## config.mk

```make
export PLATFORM = sky130hd
export DESIGN_NAME = racc_seq
export DESIGN_NICKNAME = d
export VERILOG_FILES = /design/src/rtl/racc_pkg.sv /design/src/rtl/racc_fsm.sv /design/src/rtl/racc_cmd_sel.sv /design/src/rtl/racc_result.sv /design/src/rtl/racc_seq.sv
export SDC_FILE = /design/constraint.sdc
export NUM_CORES = 1
export LEC_CHECK = 0
export ABC_AREA = 1
export BUFFER_PORTS_ARGS = -buffer_cell sky130_fd_sc_hd__buf_2
export CELL_PAD_IN_SITES_DETAIL_PLACEMENT = 0
export CELL_PAD_IN_SITES_GLOBAL_PLACEMENT = 1
export CORE_MARGIN = 3
export CORE_UTILIZATION = 32
export CTS_BUF_LIST = sky130_fd_sc_hd__clkbuf_2
export CTS_CLUSTER_SIZE = 10
export DETAILED_ROUTE_END_ITERATION = 12
export GPL_ROUTABILITY_DRIVEN = 1
export GPL_TIMING_DRIVEN = 0
export MAX_ROUTING_LAYER = met4
export PLACE_DENSITY = 0.78
export SYNTH_ARGS = -nofsm -noshare
export SYNTH_HDL_FRONTEND = slang
export SYNTH_SLANG_ARGS = --single-unit
```

## constraint.sdc

```tcl
create_clock -name clk -period 1.4 [get_ports clk]
set_input_delay 0.07 -clock clk [delete_from_list [all_inputs] [get_ports clk]]
set_output_delay 0.07 -clock clk [all_outputs]
set_load 0.02 [all_outputs]
```

## src/rtl/racc_pkg.sv

```systemverilog
// Shared types for the register-access sequencer.
// Assumes: nothing beyond IEEE 1800-2017 packages.
package racc_pkg;
    typedef enum logic [2:0] {
        ST_IDLE      = 3'd0,
        ST_PRIMARY   = 3'd1,
        ST_WAIT_PRI  = 3'd2,
        ST_FLUSH     = 3'd3,
        ST_WAIT_FL   = 3'd4,
        ST_RESPOND   = 3'd5
    } racc_state_e;
endpackage

```

## src/rtl/racc_fsm.sv

```systemverilog
// Sequencing state machine: primary command, optional flush command, response.
// Assumes cmd_done is meaningful only while a taken command is outstanding.
module racc_fsm
    import racc_pkg::*;
(
    input  logic        clk,
    input  logic        rst_n,
    input  logic        req_fire,
    input  logic        cmd_ready,
    input  logic        cmd_done,
    input  logic        cmd_nack,
    output racc_state_e state
);
    racc_state_e state_nx;

    // Next-state selection.
    always_comb begin
        state_nx = state;
        unique case (state)
            ST_IDLE:     if (req_fire)  state_nx = ST_PRIMARY;
            ST_PRIMARY:  if (cmd_ready) state_nx = ST_WAIT_PRI;
            ST_WAIT_PRI: if (cmd_done)  state_nx = cmd_nack ? ST_RESPOND : ST_FLUSH;
            ST_FLUSH:    if (cmd_ready) state_nx = ST_WAIT_FL;
            ST_WAIT_FL:  if (cmd_done)  state_nx = ST_RESPOND;
            ST_RESPOND:                 state_nx = ST_IDLE;
            default:                    state_nx = ST_IDLE;
        endcase
    end

    // State register with synchronous reset.
    always_ff @(posedge clk) begin
        if (!rst_n) state <= ST_IDLE;
        else        state <= state_nx;
    end

    // a failed primary completion must never lead to the flush state.
    p_fail_no_flush_r7: assert property (@(posedge clk) disable iff (!rst_n)
        (state == ST_WAIT_PRI && cmd_done && cmd_nack) |=> (state == ST_RESPOND));
    // the respond state lasts exactly one cycle.
    p_respond_once_r9: assert property (@(posedge clk) disable iff (!rst_n)
        (state == ST_RESPOND) |=> (state == ST_IDLE));
endmodule

```

## src/rtl/racc_cmd_sel.sv

```systemverilog
// Captures the accepted request and drives the command port, choosing
// between the request fields and the fixed flush write.
// Assumes req_fire is asserted only in the idle state.
module racc_cmd_sel
    import racc_pkg::*;
#(
    parameter int DEV_W  = 7,
    parameter int ADDR_W = 8,
    parameter int DATA_W = 8,
    parameter logic [ADDR_W-1:0] FLUSH_REG  = '1,
    parameter logic [DATA_W-1:0] FLUSH_DATA = '1
)(
    input  logic              clk,
    input  logic              rst_n,
    input  racc_state_e       state,
    input  logic              req_fire,
    input  logic [DEV_W-1:0]  req_dev,
    input  logic [ADDR_W-1:0] req_reg,
    input  logic              req_write,
    input  logic [DATA_W-1:0] req_wdata,
    input  logic              cmd_ready,
    output logic              held_write,
    output logic              cmd_valid,
    output logic [DEV_W-1:0]  cmd_dev,
    output logic [ADDR_W-1:0] cmd_reg,
    output logic              cmd_write,
    output logic [DATA_W-1:0] cmd_wdata
);
    logic [DEV_W-1:0]  dev_q;
    logic [ADDR_W-1:0] reg_q;
    logic [DATA_W-1:0] wdata_q;
    logic              flush_sel;

    // Hold the request fields for the duration of the sequence.
    always_ff @(posedge clk) begin
        if (!rst_n) begin
            dev_q      <= '0;
            reg_q      <= '0;
            wdata_q    <= '0;
            held_write <= 1'b0;
        end else if (req_fire) begin
            dev_q      <= req_dev;
            reg_q      <= req_reg;
            wdata_q    <= req_wdata;
            held_write <= req_write;
        end
    end

    // Command fields: the request itself, or the fixed flush write.
    always_comb begin
        flush_sel = (state == ST_FLUSH);
        cmd_valid = (state == ST_PRIMARY) || flush_sel;
        cmd_dev   = dev_q;
        cmd_reg   = flush_sel ? FLUSH_REG  : reg_q;
        cmd_wdata = flush_sel ? FLUSH_DATA : wdata_q;
        cmd_write = flush_sel ? 1'b1       : held_write;
    end

    // a presented command holds its fields until it is taken.
    p_cmd_hold_r3: assert property (@(posedge clk) disable iff (!rst_n)
        (cmd_valid && !cmd_ready) |=> (cmd_valid && $stable(cmd_dev) &&
            $stable(cmd_reg) && $stable(cmd_wdata) && $stable(cmd_write)));
    // the device address does not change between primary and flush.
    p_same_dev_r5: assert property (@(posedge clk) disable iff (!rst_n)
        (state == ST_WAIT_PRI) |=> $stable(cmd_dev));
endmodule

```

## src/rtl/racc_result.sv

```systemverilog
// Collects the outcome of the sequence: read data, error and warning.
// Assumes cmd_done is a single-cycle pulse from the I2C master.
module racc_result
    import racc_pkg::*;
#(
    parameter int DATA_W = 8
)(
    input  logic              clk,
    input  logic              rst_n,
    input  racc_state_e       state,
    input  logic              req_fire,
    input  logic              held_write,
    input  logic              cmd_done,
    input  logic              cmd_nack,
    input  logic [DATA_W-1:0] cmd_rdata,
    output logic [DATA_W-1:0] rsp_rdata,
    output logic              rsp_error,
    output logic              rsp_warn
);
    // Clear on accept, record primary then flush outcomes.
    always_ff @(posedge clk) begin
        if (!rst_n || req_fire) begin
            rsp_rdata <= '0;
            rsp_error <= 1'b0;
            rsp_warn  <= 1'b0;
        end else if (cmd_done && state == ST_WAIT_PRI) begin
            rsp_error <= cmd_nack;
            if (!cmd_nack && !held_write) rsp_rdata <= cmd_rdata;
        end else if (cmd_done && state == ST_WAIT_FL) begin
            rsp_warn <= cmd_nack;
        end
    end

    // a flush failure never disturbs already captured read data.
    p_warn_keeps_data_r6: assert property (@(posedge clk) disable iff (!rst_n)
        (state == ST_WAIT_FL) |=> $stable(rsp_rdata) && !rsp_error);
    // error and warning are never reported together.
    p_err_excl_warn_r7: assert property (@(posedge clk) disable iff (!rst_n)
        (state == ST_RESPOND) |-> !(rsp_error && rsp_warn));
endmodule

```

## src/rtl/racc_seq.sv

```systemverilog
// Register-access sequencer top: accepts one request, issues it to the I2C
// master, follows a successful transfer with a flush write of FLUSH_DATA to
// FLUSH_REG on the same device, then pulses a response.
// Assumes the master raises cmd_done once per taken command.
module racc_seq
    import racc_pkg::*;
#(
    parameter int DEV_W  = 7,
    parameter int ADDR_W = 8,
    parameter int DATA_W = 8,
    parameter logic [ADDR_W-1:0] FLUSH_REG  = '1,
    parameter logic [DATA_W-1:0] FLUSH_DATA = '1
)(
    input  logic              clk,
    input  logic              rst_n,
    input  logic              req_valid,
    output logic              req_ready,
    input  logic [DEV_W-1:0]  req_dev,
    input  logic [ADDR_W-1:0] req_reg,
    input  logic              req_write,
    input  logic [DATA_W-1:0] req_wdata,
    output logic              rsp_valid,
    output logic [DATA_W-1:0] rsp_rdata,
    output logic              rsp_error,
    output logic              rsp_warn,
    output logic              cmd_valid,
    input  logic              cmd_ready,
    output logic [DEV_W-1:0]  cmd_dev,
    output logic [ADDR_W-1:0] cmd_reg,
    output logic              cmd_write,
    output logic [DATA_W-1:0] cmd_wdata,
    input  logic              cmd_done,
    input  logic              cmd_nack,
    input  logic [DATA_W-1:0] cmd_rdata
);
    racc_state_e state;
    logic        req_fire;
    logic        held_write;

    // Handshake decode at the request edge.
    always_comb begin
        req_ready = (state == ST_IDLE);
        req_fire  = req_valid && req_ready;
        rsp_valid = (state == ST_RESPOND);
    end

    racc_fsm u_fsm (
        .clk(clk), .rst_n(rst_n), .req_fire(req_fire), .cmd_ready(cmd_ready),
        .cmd_done(cmd_done), .cmd_nack(cmd_nack), .state(state)
    );

    racc_cmd_sel #(
        .DEV_W(DEV_W), .ADDR_W(ADDR_W), .DATA_W(DATA_W),
        .FLUSH_REG(FLUSH_REG), .FLUSH_DATA(FLUSH_DATA)
    ) u_cmd (
        .clk(clk), .rst_n(rst_n), .state(state), .req_fire(req_fire),
        .req_dev(req_dev), .req_reg(req_reg), .req_write(req_write),
        .req_wdata(req_wdata), .cmd_ready(cmd_ready), .held_write(held_write),
        .cmd_valid(cmd_valid), .cmd_dev(cmd_dev), .cmd_reg(cmd_reg),
        .cmd_write(cmd_write), .cmd_wdata(cmd_wdata)
    );

    racc_result #(.DATA_W(DATA_W)) u_res (
        .clk(clk), .rst_n(rst_n), .state(state), .req_fire(req_fire),
        .held_write(held_write), .cmd_done(cmd_done), .cmd_nack(cmd_nack),
        .cmd_rdata(cmd_rdata), .rsp_rdata(rsp_rdata), .rsp_error(rsp_error),
        .rsp_warn(rsp_warn)
    );

    // accepting a request drops ready in the next cycle.
    p_one_in_flight_r2: assert property (@(posedge clk) disable iff (!rst_n)
        req_fire |=> !req_ready);
    // the response is a single-cycle pulse.
    p_rsp_pulse_r9: assert property (@(posedge clk) disable iff (!rst_n)
        rsp_valid |=> !rsp_valid);
    // completion in idle does not start a response.
    p_idle_done_ignored_r10: assert property (@(posedge clk) disable iff (!rst_n)
        (req_ready && !req_valid && cmd_done) |=> (req_ready && !rsp_valid));
endmodule

```

Yosys cells after proc, flatten, opt, wreduce, memory -nomap -nowiden --
Index checks and enable logic that the tools add are counted.
Word-level totals: register bits after elaboration 37, input port bits 38, output and inout bits 37
Operators by class: equality and inequality tests 10, multiplexer cells 10, bitwise operators 1, reductions and logical operators 13
Operators by type and width (number):
- 3-bit 2-to-1 mux | 6
- 8-bit 2-to-1 mux | 2
- 3-bit one-hot mux with 5 select lines | 1
- 2-bit != test (second input constant) | 4
- 3-bit by 2-bit equality test with 1-bit output (second input constant) | 2
- 3-bit equality test (second input constant) | 2
- 5-bit AND reduction | 1
- 1-bit logical AND | 4
- 2-bit AND reduction | 2
- 3-bit by 1-bit equality test with 1-bit output (second input constant) | 1
- 1-bit logical NOT | 3
- 3-bit logical NOT | 1
- 1-bit logical OR | 2
- 2-bit by 1-bit != test with 1-bit output (second input constant) | 1
- 1-bit 2-to-1 mux | 1
- 1-bit inverter | 1

Depth between registers and ports, before layout --
depth after elaboration 4, mapped depth 8, depth with buffers taken out 8

Modules after synthesis --
Synthesis repeated with hierarchy kept, for this count alone.
Unflattened totals: cell total of the unflattened synthesis 302, area total of the unflattened synthesis 1843.0 um2
Modules (own cells, without submodules):
- racc_cmd_sel | times used 1, cells each 189, area each 1134.8 um2, sequential area each 480.5 um2
- racc_result | times used 1, cells each 68, area each 456.7 um2, sequential area each 200.2 um2
- racc_fsm | times used 1, cells each 37, area each 219.0 um2, sequential area each 60.1 um2
- racc_seq | times used 1, cells each 8, area each 32.5 um2, sequential area each 0.0 um2

Worst setup path before layout --
No wires, ideal clock.
path kind reg-to-reg, start register u_fsm.state[2], end register u_fsm.state[0], setup time 0.113 ns, data arrival time 1.134 ns, data required time 1.287 ns, slack 0.153 ns, cell stages (with the launch flop) 8, path buffers 1, period minus slack after synthesis 1.247 ns, cells stage by stage dfxtp_1 buf_4 nor2_1 nand2_1 nand2_1 nor2_1 nor2_1 nor2_1
On the way: longest elaborated chain between the ends 4
RTL lines:
- start: declaration | line racc_fsm.sv:12 | output racc_state_e state
- start signal: assignment | line racc_fsm.sv:33 | else state <= state_nx;
- 3-bit logical NOT | line racc_fsm.sv:19, racc_seq.sv:42
- 1-bit logical AND | line racc_seq.sv:43 | req_fire = req_valid && req_ready;
- 2-bit by 1-bit != test with 1-bit output (no line)
- 5-bit AND reduction (no line)
Several ways; a longest one is shown, not always the timed one. A chain may end at the register's enable or synchronous reset.

Worst setup path in the final report --
start register u_fsm.state[1], end output port cmd_wdata[2]
On the way: longest elaborated chain between the ends 2
RTL lines:
- 3-bit by 2-bit equality test with 1-bit output | line racc_cmd_sel.sv:51 | flush_sel = (state == ST_FLUSH);
- 8-bit 2-to-1 mux | line racc_cmd_sel.sv:55 | cmd_wdata = flush_sel ? FLUSH_DATA : wdata_q;
- end: declaration | line racc_seq.sv:31 | output logic [DATA_W-1:0] cmd_wdata,
No other way between the ends.

==> results.txt <==
H-tree levels: 2
placed wire-length estimate: 3200 um
# diodes: 0
Die Y: 76.8 um
area occupied by multi-input gates: 771 um2
Crit Path Class: reg -> out
Die Width: 76.8 um
maximum vdd drop: 0.000896 V
Leak Pwr: 1.34 nW
gr ovfl total: 0
synth unique cells: 18
synth top area cells: dfxtp_1, nand2_1, a21oi_1
Placed Cells incl. Taps: 360
yosys warns: 0
Final Total Pwr: 4.88 mW
CTS tree: built
share of layout cells above drive strength 1: 36.5%
Detailed Route Iter0 Violations: 53
io pins: 75
Area Growth Syn to Fin: 73.4%
period utilization: 103%
non-filler cells, final: 412
maximum clock rate: 0.690 GHz
Worst-Skew Late Latency: 0.38 ns
Worst Path Max Fanout: 6
WL/cell: 12.1 um
RSZ-0062 raised after global routing: yes
pre-CTS setup slack: -0.137 ns
Num CTS Buffers: 5
filler cell count in the final layout: 460
largest area contributor in the netlist: dfxtp_1
Final Hold Viols: 0
area fraction of the dominant cell type after synthesis: 46.1%
port bufs: 73
Hold Crit Class: in -> reg
DR pass1 iterations: 4
Tightest Pin Transition: 0.422 ns
Arr. time, crit path: 1.38 ns
Worst-path clk slew: 0.20 ns
antenna-violating nets left: 0
slew margin rel.: 71.9%
Post-Place Cell Area: 2050 um2
Post-synth top cells: nand2_1, dfxtp_1, a21oi_1
setup TNS: -0.557 ns
CP Launch Type: flop
setup slack, reg-to-reg: 0.10 ns
first-pass GRT wire length: 8400 um
final wirelength: 4970 um
vias in the first global route: 1863
CP Capture Type: output pin
largest net degree at the start of global routing: 12
skew final: 0.0200 ns
register area: 752 um2
Period minus WS final: 1.45 ns
Net Count, Synth: 258
max-slew violations: 0
Worst EP required: 1.33 ns
Synth Instances: 220
count leader, synth: nand2_1
initial antenna violation count: 0
final setup fails: 14
violated checks: setup timing
Post-synth EDFFs: 0
DRC violations left: 0
GPL Wtd Cong: 0.823
Post-layout nets: 382
Initial Util: 33.5%
sequential share of the synthesized area: 46.1%
Post-synth ARST share: 0%
status: complete, but fails checks
clock root buffer: clkbuf_2
clock sink total: 37
FF+latch count, synth: 37
via count: 1850
power density cells: 1750 nW/um2
ys flop type: dfxtp_1
core box area: 4790 um2
syn avg cell area: 7.30 um2
final std cell area, no fill: 2780 um2
# rows: 25
GRT Overall Usage: 17.9%
maxcap violations: 0
die area: 5900 um2
setup ws final: -0.0483 ns
Mapped Area: 1610 um2
Vias/cell: 4.49
clk buf depth: 2
[cell type report]
class / count / area share, %
Buffer: 9 / 2.74
Clock buffer: 6 / 1.08
Clock inverter: 2 / 1.21
Inverter: 27 / 3.91
Multi-Input combinational cell: 146 / 27.7
Sequential cell: 37 / 27.0
Tap cell: 67 / 3.01
Timing Repair Buffer: 118 / 33.3
[cells in the final DEF (no fill, tap or decap), drive strengths merged]
| cell type | instances |
|---|---|
| bufinv | 1 |
| nor3 | 1 |
| a21oi | 34 |
| dlygate4sd3 | 34 |
| dfxtp | 37 |
| clkinv | 1 |
| nor2 | 17 |
| o21ai | 20 |
| nand3 | 22 |
| inv | 27 |
| nand2 | 52 |
| buf | 91 |
| clkbuf | 8 |
[final timing paths]
path | startpoint | to | depth (start not counted)
min reg2reg | u_cmd.wdata_q[7]$_SDFFE_PN0P_ | u_cmd.wdata_q[7]$_SDFFE_PN0P_ | 2
max reg2reg | u_fsm.state[1]$_SDFFE_PN0P_ | u_cmd.reg_q[3]$_SDFFE_PN0P_ | 8
max | u_fsm.state[1]$_SDFFE_PN0P_ | cmd_wdata[2] | 6
min | req_valid | u_cmd.cmd_dev[2]$_SDFFE_PN0P_ | 3
[critical path: stages, from the launching register on]
cell	delay, ns
dfxtp_4	0.41
inv_6	0.04
nor2_4	0.11
nand2_4	0.10
buf_6	0.15
nand2_2	0.06
buf_6	0.11
[flip-flops by register name, indices dropped and copies added, names as in the netlist]
register	count
u_res.rsp_rdata	8
u_res.rsp_warn	1
u_cmd.wdata_q	8
u_fsm.state	3
u_cmd.held_write	1
u_cmd.reg_q	8
u_cmd.cmd_dev	7
u_res.rsp_error	1
[routing by layer]
| metal | share of wire [%] | vias to the layer above | global-route usage [%] | wire, um |
|---|---|---|---|---|
| met5 | 0 | - | - | 0 |
| met3 | 3.8 | 6 | 4.34 | 191 |
| met1 | 44 | 843 | 21.1 | 2170 |
| met2 | 51 | 47 | 30.5 | 2530 |
| li1 | - | 954 | - | - |
| met4 | 1.6 | 0 | 4.89 | 78 |
[cells by family (layout without fill, tap and decap cells)]
logic type | count (synthesis) | after routing | share of synthesized area [%]
AO/OA/AOI/OAI | 54 | 54 | 16.8
buffers and inverters | 37 | 162 | 11.1
AND/OR/NAND/NOR | 92 | 92 | 25.9
flip-flops | 37 | 37 | 46.1
[power breakdown]
part / internal [mW] / total, mW / switching [mW]
Combinational: 1.27 / 2.80 / 1.53
Clock: 0.305 / 0.652 / 0.347
Sequential: 1.30 / 1.43 / 0.121
[through the flow]
stage | util [%] | hold WS (ns)
finish | 58.2 | 0.0400
global route | 58.2 | 0.0357
CTS | 57.0 | 0.0167
detailed placement | 42.9 | 0.338
global placement | 42.9 | 0.331
floorplan | - | 0.234
[repair_timing]
item	4_1_cts	5_1_grt
endpoints found under the setup margin	18	27
hold buffers	34	0
pin swaps	2	3
setup buffers	6	4
resized for setup	66	11
endpoints found under the hold margin	33	0
gates cloned	1	0
Note: power is estimated with default switching activity, not from simulation.
